**config.mk**
```make
export PLATFORM = sky130hd
export DESIGN_NAME = sbuf_top
export DESIGN_NICKNAME = d
export VERILOG_FILES = /design/src/rtl/sbuf_pkg.sv /design/src/rtl/sbuf_queue.sv /design/src/rtl/sbuf_alias_chk.sv /design/src/rtl/sbuf_load_ctl.sv /design/src/rtl/sbuf_top.sv
export SDC_FILE = /design/constraint.sdc
export NUM_CORES = 2
export LEC_CHECK = 0
export BUFFER_PORTS_ARGS = -buffer_cell sky130_fd_sc_hd__buf_4
export CORE_ASPECT_RATIO = 1.1
export CORE_MARGIN = 2
export CORE_UTILIZATION = 54
export DETAILED_ROUTE_END_ITERATION = 10
export PLACE_DENSITY_LB_ADDON = 0.25
export SETUP_SLACK_MARGIN = 0.4
export SLEW_MARGIN = 15
export SYNTH_ARGS = -nofsm -noshare
export SYNTH_HDL_FRONTEND = slang
export SYNTH_HIERARCHICAL = 1
export SYNTH_SLANG_ARGS = --single-unit
```
**constraint.sdc**
```tcl
create_clock -name clk -period 10.4 [get_ports clk]
set_input_delay 1.04 -clock clk [delete_from_list [all_inputs] [get_ports clk]]
set_output_delay 1.04 -clock clk [all_outputs]
set_load 0.05 [all_outputs]
```
**src/rtl/sbuf_pkg.sv**
```systemverilog
package sbuf_pkg;

    localparam int DATA_W = 64;

    typedef enum logic {
        LD_IDLE  = 1'b0,
        LD_STALL = 1'b1
    } ld_state_e;

    // byte-lane mask for a size code (0:1B 1:2B 2:4B 3:8B)
    function automatic logic [DATA_W-1:0] lane_mask(input logic [1:0] sz);
        logic [DATA_W-1:0] m;
        unique case (sz)
            2'd0: m = 64'h0000_0000_0000_00ff;
            2'd1: m = 64'h0000_0000_0000_ffff;
            2'd2: m = 64'h0000_0000_ffff_ffff;
            default: m = '1;
        endcase
        return m;
    endfunction

endpackage

```
**src/rtl/sbuf_queue.sv**
```systemverilog
module sbuf_queue
    import sbuf_pkg::*;
#(
    parameter int AW    = 32,
    parameter int DEPTH = 8
) (
    input  logic                 clk,
    input  logic                 rst_n,
    input  logic                 enq_valid,
    output logic                 enq_ready,
    input  logic [AW-1:0]        enq_addr,
    input  logic [1:0]           enq_size,
    input  logic [DATA_W-1:0]    enq_data,
    output logic                 deq_valid,
    input  logic                 deq_ready,
    output logic [AW-1:0]        deq_addr,
    output logic [1:0]           deq_size,
    output logic [DATA_W-1:0]    deq_data,
    output logic [DEPTH-1:0]     ent_valid,
    output logic [DEPTH*AW-1:0]  ent_addr,
    output logic [DEPTH*2-1:0]   ent_size,
    output logic [DEPTH-1:0]     deq_onehot
);
    localparam int IDXW = (DEPTH > 1) ? $clog2(DEPTH) : 1;
    localparam int CW   = $clog2(DEPTH + 1);

    logic [AW-1:0]     addr_q [DEPTH];
    logic [1:0]        size_q [DEPTH];
    logic [DATA_W-1:0] data_q [DEPTH];
    logic [DEPTH-1:0]  valid_q;
    logic [IDXW-1:0]   wr_ptr, rd_ptr;
    logic [CW-1:0]     count_q;
    logic              enq_fire, deq_fire;

    assign enq_ready = (count_q != CW'(DEPTH));
    assign deq_valid = (count_q != '0);
    assign enq_fire  = enq_valid && enq_ready;
    assign deq_fire  = deq_valid && deq_ready;

    assign deq_addr = addr_q[rd_ptr];
    assign deq_size = size_q[rd_ptr];
    assign deq_data = data_q[rd_ptr];

    function automatic logic [IDXW-1:0] bump(input logic [IDXW-1:0] p);
        return (p == IDXW'(DEPTH - 1)) ? '0 : p + 1'b1;
    endfunction

    always_ff @(posedge clk or negedge rst_n) begin
        if (!rst_n) begin
            wr_ptr  <= '0;
            rd_ptr  <= '0;
            count_q <= '0;
            valid_q <= '0;
        end else begin
            if (enq_fire) begin
                wr_ptr          <= bump(wr_ptr);
                valid_q[wr_ptr] <= 1'b1;
            end
            if (deq_fire) begin
                rd_ptr          <= bump(rd_ptr);
                valid_q[rd_ptr] <= 1'b0;
            end
            unique case ({enq_fire, deq_fire})
                2'b10:   count_q <= count_q + 1'b1;
                2'b01:   count_q <= count_q - 1'b1;
                default: count_q <= count_q;
            endcase
        end
    end

    always_ff @(posedge clk) begin
        if (enq_fire) begin
            addr_q[wr_ptr] <= enq_addr;
            size_q[wr_ptr] <= enq_size;
            data_q[wr_ptr] <= enq_data;
        end
    end

    for (genvar g = 0; g < DEPTH; g++) begin : g_flat
        assign ent_addr[g*AW +: AW] = addr_q[g];
        assign ent_size[g*2 +: 2]   = size_q[g];
        assign deq_onehot[g]        = deq_fire && (rd_ptr == IDXW'(g));
    end
    assign ent_valid = valid_q;


    no_overflow_chk: assert property (@(posedge clk) disable iff (!rst_n)
        count_q <= CW'(DEPTH));


    drain_step_chk: assert property (@(posedge clk) disable iff (!rst_n)
        (deq_fire && !enq_fire) |=> (count_q == $past(count_q) - 1'b1));


    refuse_full_chk: assert property (@(posedge clk) disable iff (!rst_n)
        (enq_valid && !enq_ready && !deq_fire) |=> $stable(count_q));

endmodule

```
**src/rtl/sbuf_alias_chk.sv**
```systemverilog
module sbuf_alias_chk #(
    parameter int AW        = 32,
    parameter int DEPTH     = 8,
    parameter int PAGE_BITS = 12
) (
    input  logic [DEPTH-1:0]    ent_valid,
    input  logic [DEPTH*AW-1:0] ent_addr,
    input  logic [DEPTH*2-1:0]  ent_size,
    input  logic [AW-1:0]       ld_addr,
    input  logic [1:0]          ld_size,
    output logic [DEPTH-1:0]    hit_mask,
    output logic [DEPTH-1:0]    true_mask
);
    localparam int OW = PAGE_BITS + 1;
    localparam int UW = AW - PAGE_BITS;

    logic [OW-1:0] l_lo, l_hi;

    assign l_lo = {1'b0, ld_addr[PAGE_BITS-1:0]};
    assign l_hi = l_lo + (OW'(1) << ld_size);

    for (genvar g = 0; g < DEPTH; g++) begin : g_cmp
        logic [OW-1:0] e_lo, e_hi;
        logic          overlap;
        assign e_lo    = {1'b0, ent_addr[g*AW +: PAGE_BITS]};
        assign e_hi    = e_lo + (OW'(1) << ent_size[g*2 +: 2]);
        assign overlap = (e_lo < l_hi) && (l_lo < e_hi);
        assign hit_mask[g]  = ent_valid[g] && overlap;
        assign true_mask[g] = hit_mask[g] &&
                              (ent_addr[g*AW + PAGE_BITS +: UW] == ld_addr[AW-1:PAGE_BITS]);
    end

endmodule

```
**src/rtl/sbuf_load_ctl.sv**
```systemverilog
module sbuf_load_ctl
    import sbuf_pkg::*;
#(
    parameter int AW    = 32,
    parameter int DEPTH = 8,
    parameter int CNT_W = 16
) (
    input  logic              clk,
    input  logic              rst_n,
    input  logic              ld_valid,
    output logic              ld_ready,
    input  logic [AW-1:0]     ld_addr,
    input  logic [1:0]        ld_size,
    input  logic [DEPTH-1:0]  hit_mask,
    input  logic [DEPTH-1:0]  true_mask,
    input  logic [DEPTH-1:0]  drain_onehot,
    output logic              cr_valid,
    output logic [AW-1:0]     cr_addr,
    output logic [1:0]        cr_size,
    input  logic [DATA_W-1:0] cr_data,
    output logic              rsp_valid,
    output logic [DATA_W-1:0] rsp_data,
    output logic [CNT_W-1:0]  fa_cnt
);
    ld_state_e        state_q, state_d;
    logic [AW-1:0]    hold_addr;
    logic [1:0]       hold_size;
    logic [DEPTH-1:0] mask_q, true_q;
    logic             accept;
    logic             fa_cycle;

    assign accept = ld_valid && ld_ready;

    // next-state process
    always_comb begin
        state_d = state_q;
        unique case (state_q)
            LD_IDLE:  if (accept && (hit_mask != '0)) state_d = LD_STALL;
            LD_STALL: if (mask_q == '0)               state_d = LD_IDLE;
        endcase
    end

    // output process
    always_comb begin
        ld_ready = 1'b0;
        cr_valid = 1'b0;
        cr_addr  = ld_addr;
        cr_size  = ld_size;
        fa_cycle = 1'b0;
        unique case (state_q)
            LD_IDLE: begin
                ld_ready = 1'b1;
                cr_valid = ld_valid && (hit_mask == '0);
            end
            LD_STALL: begin
                cr_addr  = hold_addr;
                cr_size  = hold_size;
                cr_valid = (mask_q == '0);
                fa_cycle = (mask_q != '0) && ((mask_q & true_q) == '0);
            end
        endcase
    end

    always_ff @(posedge clk or negedge rst_n) begin
        if (!rst_n) begin
            state_q   <= LD_IDLE;
            hold_addr <= '0;
            hold_size <= '0;
            mask_q    <= '0;
            true_q    <= '0;
            rsp_valid <= 1'b0;
            rsp_data  <= '0;
            fa_cnt    <= '0;
        end else begin
            state_q   <= state_d;
            rsp_valid <= cr_valid;
            if (cr_valid) rsp_data <= cr_data & lane_mask(cr_size);
            if (accept) begin
                hold_addr <= ld_addr;
                hold_size <= ld_size;
                mask_q    <= hit_mask & ~drain_onehot;
                true_q    <= true_mask & ~drain_onehot;
            end else begin
                mask_q    <= mask_q & ~drain_onehot;
                true_q    <= true_q & ~drain_onehot;
            end
            if (fa_cycle && (fa_cnt != '1)) fa_cnt <= fa_cnt + 1'b1;
        end
    end


    rsp_after_read_chk: assert property (@(posedge clk) disable iff (!rst_n)
        cr_valid |=> rsp_valid);


    rsp_origin_chk: assert property (@(posedge clk) disable iff (!rst_n)
        rsp_valid |-> $past(cr_valid));


    mask_shrink_chk: assert property (@(posedge clk) disable iff (!rst_n)
        (state_q == LD_STALL && $past(state_q) == LD_STALL) |->
            ((mask_q & ~$past(mask_q)) == '0));


    fa_mono_chk: assert property (@(posedge clk) disable iff (!rst_n)
        ##1 (fa_cnt >= $past(fa_cnt)));

endmodule

```
**src/rtl/sbuf_top.sv**
```systemverilog
module sbuf_top
    import sbuf_pkg::*;
#(
    parameter int AW        = 32,
    parameter int DEPTH     = 8,
    parameter int PAGE_BITS = 12,
    parameter int CNT_W     = 16
) (
    input  logic              clk,
    input  logic              rst_n,
    input  logic              st_valid,
    output logic              st_ready,
    input  logic [AW-1:0]     st_addr,
    input  logic [1:0]        st_size,
    input  logic [63:0]       st_data,
    input  logic              ld_valid,
    output logic              ld_ready,
    input  logic [AW-1:0]     ld_addr,
    input  logic [1:0]        ld_size,
    output logic              ld_rsp_valid,
    output logic [63:0]       ld_rsp_data,
    output logic              cw_valid,
    input  logic              cw_ready,
    output logic [AW-1:0]     cw_addr,
    output logic [1:0]        cw_size,
    output logic [63:0]       cw_data,
    output logic              cr_valid,
    output logic [AW-1:0]     cr_addr,
    output logic [1:0]        cr_size,
    input  logic [63:0]       cr_data,
    output logic [CNT_W-1:0]  alias_stall_cnt
);
    logic [DEPTH-1:0]    ent_valid, deq_onehot, hit_mask, true_mask;
    logic [DEPTH*AW-1:0] ent_addr;
    logic [DEPTH*2-1:0]  ent_size;

    sbuf_queue #(.AW(AW), .DEPTH(DEPTH)) u_queue (
        .clk        (clk),
        .rst_n      (rst_n),
        .enq_valid  (st_valid),
        .enq_ready  (st_ready),
        .enq_addr   (st_addr),
        .enq_size   (st_size),
        .enq_data   (st_data),
        .deq_valid  (cw_valid),
        .deq_ready  (cw_ready),
        .deq_addr   (cw_addr),
        .deq_size   (cw_size),
        .deq_data   (cw_data),
        .ent_valid  (ent_valid),
        .ent_addr   (ent_addr),
        .ent_size   (ent_size),
        .deq_onehot (deq_onehot)
    );

    sbuf_alias_chk #(.AW(AW), .DEPTH(DEPTH), .PAGE_BITS(PAGE_BITS)) u_alias (
        .ent_valid (ent_valid),
        .ent_addr  (ent_addr),
        .ent_size  (ent_size),
        .ld_addr   (ld_addr),
        .ld_size   (ld_size),
        .hit_mask  (hit_mask),
        .true_mask (true_mask)
    );

    sbuf_load_ctl #(.AW(AW), .DEPTH(DEPTH), .CNT_W(CNT_W)) u_load (
        .clk          (clk),
        .rst_n        (rst_n),
        .ld_valid     (ld_valid),
        .ld_ready     (ld_ready),
        .ld_addr      (ld_addr),
        .ld_size      (ld_size),
        .hit_mask     (hit_mask),
        .true_mask    (true_mask),
        .drain_onehot (deq_onehot),
        .cr_valid     (cr_valid),
        .cr_addr      (cr_addr),
        .cr_size      (cr_size),
        .cr_data      (cr_data),
        .rsp_valid    (ld_rsp_valid),
        .rsp_data     (ld_rsp_data),
        .fa_cnt       (alias_stall_cnt)
    );


    hit_subset_chk: assert property (@(posedge clk) disable iff (!rst_n)
        ((hit_mask & ~ent_valid) == '0) && ((true_mask & ~hit_mask) == '0));


    one_drain_chk: assert property (@(posedge clk) disable iff (!rst_n)
        $onehot0(deq_onehot) && ((deq_onehot != '0) == (cw_valid && cw_ready)));

endmodule

```
After elaboration in Yosys (flattened, before gate mapping):

Memories as Yosys holds them, arrays and structs flattened.
Cells that the tools add are included.

* shift-type cells: 9
* add/sub/neg operators: 14
* reduce and logical (&&, ||, !) cells: 50
* magnitude comparators: 20
* equality and inequality tests: 22
* bitwise gates (word level): 11
* mux-type cells: 23

Operators with widths (count)
* $lt 12x13->1: 16
* $pmux 64 s3: 1
* $eq 20x20->1: 8
* $add 12x13->13: 9
* $shl 1x2->13 const A: 9
* $and 64x64->64: 1
* $mux 64: 1
* $and 8x8->8: 6
* $logic_and 1x1->1: 41
* $mux 32: 1
* $mux 8: 4
* $logic_not 8->1: 3
* $add 16x1->16 const B: 1
* $ne 16x16->1 const B: 1
* $not 8->8: 2
* $reduce_bool 8->1: 2
* $eq 3x3->1 const B: 5
* $lt 3x4->1 const B: 2
* $mux 1: 8
* $or 8x8->8: 1
* $pmux 4 s2: 1
* $add 3x1->3 const B: 2
* $demux 1 s3: 2
* $eq 3x2->1 const B: 2
* 15 further kinds: 20

* memory bits (writable): 784
* flip-flop bits (word level): 150
* memories kept: 3
* output and inout bits: 217
* logic and storage cells: 164
* input port bits: 201

Memories
* u_queue.data_q: depth 8, bits a word 64, read ports 1, clocked after Yosys merged registers in 0, write ports 1, line sbuf_queue.sv:29 `logic [DATA_W-1:0] data_q [DEPTH];`
* u_queue.addr_q: depth 8, bits a word 32, read ports 9, clocked after Yosys merged registers in 0, write ports 1, line sbuf_queue.sv:27 `logic [AW-1:0] addr_q [DEPTH];`
* u_queue.size_q: depth 8, bits a word 2, read ports 9, clocked after Yosys merged registers in 0, write ports 1, line sbuf_queue.sv:28 `logic [1:0] size_q [DEPTH];`

Longest topological paths before layout:

An unclocked memory read counts as a cell.

* word-level depth: 11
* gate-level depth with buffers: 24

By module:

The synthesis kept the hierarchy.

By module, submodules not included
* sbuf_queue: area each 30464.2 um^2, sequential area each 23993.0 um^2, cells each 1448, times used 1
* sbuf_alias_chk: area each 8343.0 um^2, sequential area each 0.0 um^2, cells each 1062, times used 1
* sbuf_load_ctl: area each 5760.5 um^2, sequential area each 3303.2 um^2, cells each 596, times used 1

Worst setup path before layout:

Ideal clock, no wire load.

* path kind: input to register
* from: input port st_valid
* to: memory u_queue.addr_q[0][0] (enable)
* path slack: -1061 ps
* stages on the path: 4
* arrival: 10662 ps
* setup time: 799 ps
* cell sequence: and2_4 -> buf_8 -> clkinv_8 -> nor4_1

* word-level cells in the longest chain between the ends: 3

RTL lines
* start, declared: line sbuf_top.sv:11 `input logic st_valid,`
* $logic_and 1x1->1: line sbuf_queue.sv:37 `assign enq_fire = enq_valid && enq_ready;`
* $mux 1: line sbuf_queue.sv:72 `if (enq_fire) begin`
* $mux 1 (not written as such): line sbuf_queue.sv:73 `addr_q[wr_ptr] <= enq_addr;`
* end, declared: line sbuf_queue.sv:27

No other way between the ends.

Final worst setup path:

* from: input port ld_size[0]
* to: output port cr_valid

* word-level cells in the longest chain between the ends: 8
* elaborated cells on any way between the ends: 29
* classes of those cells: add/sub (1); order compare (8); shift (1); mux (1); reduce/logical (18)

RTL lines
* start, declared: line sbuf_top.sv:19 `input logic [1:0] ld_size,`
* $shl 1x2->13: line sbuf_alias_chk.sv:20 `assign l_hi = l_lo + (OW'(1) << ld_size);`
* $add 12x13->13: line sbuf_alias_chk.sv:20
* $lt 12x13->1: line sbuf_alias_chk.sv:27 `assign overlap = (e_lo < l_hi) && (l_lo < e_hi);`
* $logic_and 1x1->1: line sbuf_alias_chk.sv:27
* $logic_and 1x1->1: line sbuf_alias_chk.sv:28 `assign hit_mask[g] = ent_valid[g] && overlap;`
* via hit_mask[2]: line sbuf_top.sv:33 `logic [DEPTH-1:0] ent_valid, deq_onehot, hit_mask, true_mask;`
* $logic_not 8->1: line sbuf_load_ctl.sv:53 `cr_valid = ld_valid && (hit_mask == '0);`
* $logic_and 1x1->1: line sbuf_load_ctl.sv:53
* $pmux 1 s2: line sbuf_load_ctl.sv:50 `unique case (state_q)`
* end, declared: line sbuf_top.sv:27 `output logic cr_valid,`

The timed path passes the listed nets, and every way through them passes these cells.

==> reports/results.tsv <==
stage	metric	value	unit
outcome	status	finished clean	
worst_setup_path	CP Class	in -> out	
synthesis	syn_nets	3532	
flow_run	Max Cap Viol	0	
worst_setup_path	Worst Path Required	9360	ps
synthesis	Post-synth EDFFs	784	
worst_setup_path	CP startpoint kind	primary input	
sta	slew margin rel.	0.2318	
synthesis	count of different cell masters after synthesis	87	
synthesis	Synth area leader	edfxtp_1	
clocking	clock buffer depth	3	
worst_setup_path	reg2reg end	u_load/rsp_data[0]	
synthesis	Post-synth ARST share	0.1606	
worst_setup_path	most used cell, CP	buf_4	
power_and_ir_drop	Max VDD drop	0.3230	mV
drt	vias	28465	
worst_setup_path	Reg2Reg Setup Slack	4330	ps
floorplan	Core Region	81750	µm²
synthesis	Ys Warns	6	
placement	buffers added on ports	417	
sta	Tmin final	7591	ps
drt	DRT Pass-1 Iters	6	
clocking	post-cts resize count	0	
synthesis	flops & latches, synth	934	
global_routing	initial antenna violation count	10	
drt	initial DRC count	2328	
power_and_ir_drop	Total Power	14.81	mW
power_and_ir_drop	pwr dens	284.8	nW/µm²
synthesis	ranking of synthesized cells by area	edfxtp_1 (53%), mux4_2 (9.9%), dfrtp_1 (8.4%), ha_1 (6.1%), nand2_1 (4.1%)	
sta	Worst Skew	18.80	ps
min_path	Hold Crit Class	in -> async	
global_routing	global route total overflow	0	
synthesis	Post-Syn Area	44570	µm²
synthesis	count leader, synth	edfxtp_1	
worst_setup_path	Buf/Inv on CP	4	
layout	Final Net Count	3951	
power_and_ir_drop	Clock power frac	0.233	
power_and_ir_drop	Pleak	19.73	nW
worst_setup_path	Crit path max-delay family	buffers and inverters	
synthesis	register area share after synthesis	0.6125	
synthesis	commonest cells in the netlist	edfxtp_1 (784), nand2_1 (490), ha_1 (216)	
global_routing	first-pass GRT wire length	181.5	mm
clocking	Clock Pin Slew Worst Setup and Hold Paths	60	ps
power_and_ir_drop	Reg power frac	0.351	
placement	post-DP HPWL	79.56	mm
clocking	Num CTS Buffers	95	
layout	Layout area overhead	16.68	%
power_and_ir_drop	Switching Share	0.4035	
clocking	CTS sink cnt	934	
placement	placed cell count	4491	
worst_setup_path	crit path DAT	6550	ps
clocking	Post-CTS Setup Bufs	0	
worst_setup_path	R2R depth	20	
worst_setup_path	crit-path cells	buf_4 > nor2_1 > ha_1 > inv_1 > fa_1 > nor2b_1 > o21a_1 > o21a_1 > nand2_1 > xor2_1 > ha_1 > nand4_1 > o21ai_0 > o2111ai_1 > nand4b_1 > nand4_1 > nor2b_1 > nor4_1 > nand2_1 > o21ai_4 > buf_4 > buf_4	
sta	setup_tns	0	ps
worst_setup_path	CP Max Fanout	122	
layout	final instance area	52000	µm²
synthesis	Mean Syn Cell Area	14.35	µm²
drt	DRC Markers	0	
clocking	Hold Buf Count CTS	0	
layout	post-route insts no fill	4670	
worst_setup_path	CP max-delay cell	buf_4	
floorplan	# IOs	418	
placement	gpl congestion	0.9529	
drt	drt via density	6.095	
sta	Final Hold Violating Endpoints	0	
power_and_ir_drop	Gate power share	0.416	
clocking	htree depth	3	
synthesis	post-synthesis cell count	3106	
global_routing	largest net degree at the start of global routing	123	
sta	fmax	131.7	MHz
drt	Routed Antenna Nets	0	
sta	RSZ-0062 raised after global routing	false	
clocking	Skew-Pair Late Insertion Delay	660	ps
floorplan	Die Span Y	305.3	µm
sta	final slew viol count	0	
synthesis	top cell type's share of synthesized area	0.5282	
worst_setup_path	CP max stage delay	820	ps
power_and_ir_drop	internal cell power	8.835	mW
sta	final setup vio count	0	
worst_setup_path	endpoint class of the critical path	output port	
placement	Post-Place Cell Area	48790	µm²
floorplan	Total Die Area	84850	µm²
drt	drt wl/cell	25.94	µm
floorplan	chip width	277.9	µm
global_routing	GRT Total Usage	0.2853	
layout	layout cells sized above 1	0.2406	
global_routing	vias in the first global route	29646	
floorplan	Starting Density	0.5451	
sta	Final Cycle Share	0.7299	
worst_setup_path	R2R Path Start	u_queue/size_q[5][1]	
synthesis	Top FF cell, synth	edfxtp_1	
clocking	CTS tree	done	
clocking	Root Buffer	clkbuf_16	
drt	Post-Route WL	121.1	mm
floorplan	FP Rows	110	
sta	WHS	384.1	ps
sta	worst-margin pin slew	1152	ps
power_and_ir_drop	net switching power	5.976	mW
## final cells by class
class                   instances  area, µm²
fillers                      5975      29750
inverters                     112      437.9
well taps                    1064       1331
multi-input cells            1931      16330
repair buffers                451       3410
clock buffers                 131       2665
clock inverters                45      514.2
flip-flops and latches        934      27310
diodes                          2      5.005
## power groups by stage
| stage | clock (mW) | sequential (mW) | combinational, mW |
|---|---|---|---|
| after floorplan | 0 | 5.38 | 4.14 |
| after global placement | 0 | 5.22 | 6.07 |
| after detailed placement | 0 | 5.27 | 6.16 |
| after CTS | 3.52 | 5.19 | 6.19 |
| after global routing | 3.66 | 5.26 | 6.53 |
| final | 3.45 | 5.20 | 6.16 |
## worst max path at each step
stage	start	end	slack (ps)	cells past startpoint
after floorplan	st_valid	u_queue/addr_q[2][0]	1660	4
after global placement	ld_size[0]	cr_valid	3020	22
after detailed placement	ld_size[0]	cr_valid	2950	22
after CTS	ld_size[0]	cr_valid	2940	22
after global routing	ld_size[0]	cr_valid	2600	22
final	ld_size[0]	cr_valid	2810	22
## cell families after synthesis
logic type / synth area share
flops: 0.6125
simple gates: 0.09279
compound gates: 0.04413
xor+xnor: 0.05208
buf+inv: 0.02294
mux: 0.1104
fa+ha+maj: 0.06516
## routing by layer
metal,vias to the layer above,track usage,part of all wire,wire [µm]
met5,-,0,0.0012,143
met4,20,0.1077,0.038,4545
met3,274,0.06810,0.088,10690
met2,1259,0.4788,0.49,59630
met1,14396,0.3613,0.38,46120
li1,12516,-,-,-
## stage by stage
| stage | setup WS [ps] | util |
|---|---|---|
| global placement | 3022 | 0.5967 |
| detailed placement | 2949 | 0.5967 |
| floorplan | 1661 | - |
| finish | 2809 | 0.6361 |
| CTS | 2940 | 0.6356 |
| global route | 2597 | 0.6360 |
## cell usage in the layout (no fill, tap or decap), types with 35 or more instances in the layout
cell,Yosys,final
ha_1,216,216
clkbuf_16,0,99
nor2b_1,37,35
nor2_1,61,58
xor2_1,133,133
nand2_1,490,489
buf_4,8,449
inv_1,109,109
edfxtp_1,784,784
mux2_2,41,41
o21ai_0,77,76
o21ai_1,41,41
nand4_1,52,52
dfrtp_1,150,146
xnor2_1,132,132
mux4_2,196,196
a21oi_1,76,76
nand3_1,100,100
## flip-flops by register name (all words and copies together), names as in the netlist
name / count
u_load/rsp_valid: 1
u_load/fa_cnt: 16
u_load/state_q: 1
u_load/rsp_data: 64
u_queue/count_q: 4
u_queue/wr_ptr: 3
u_queue/addr_q: 256
u_queue/ent_valid: 8
u_load/hold_size: 2
u_queue/data_q: 512
u_queue/rd_ptr: 3
u_load/true_q: 8
u_queue/size_q: 16
u_load/hold_addr: 32
u_load/mask_q: 8
Note: power is estimated with default switching activity, not from simulation.
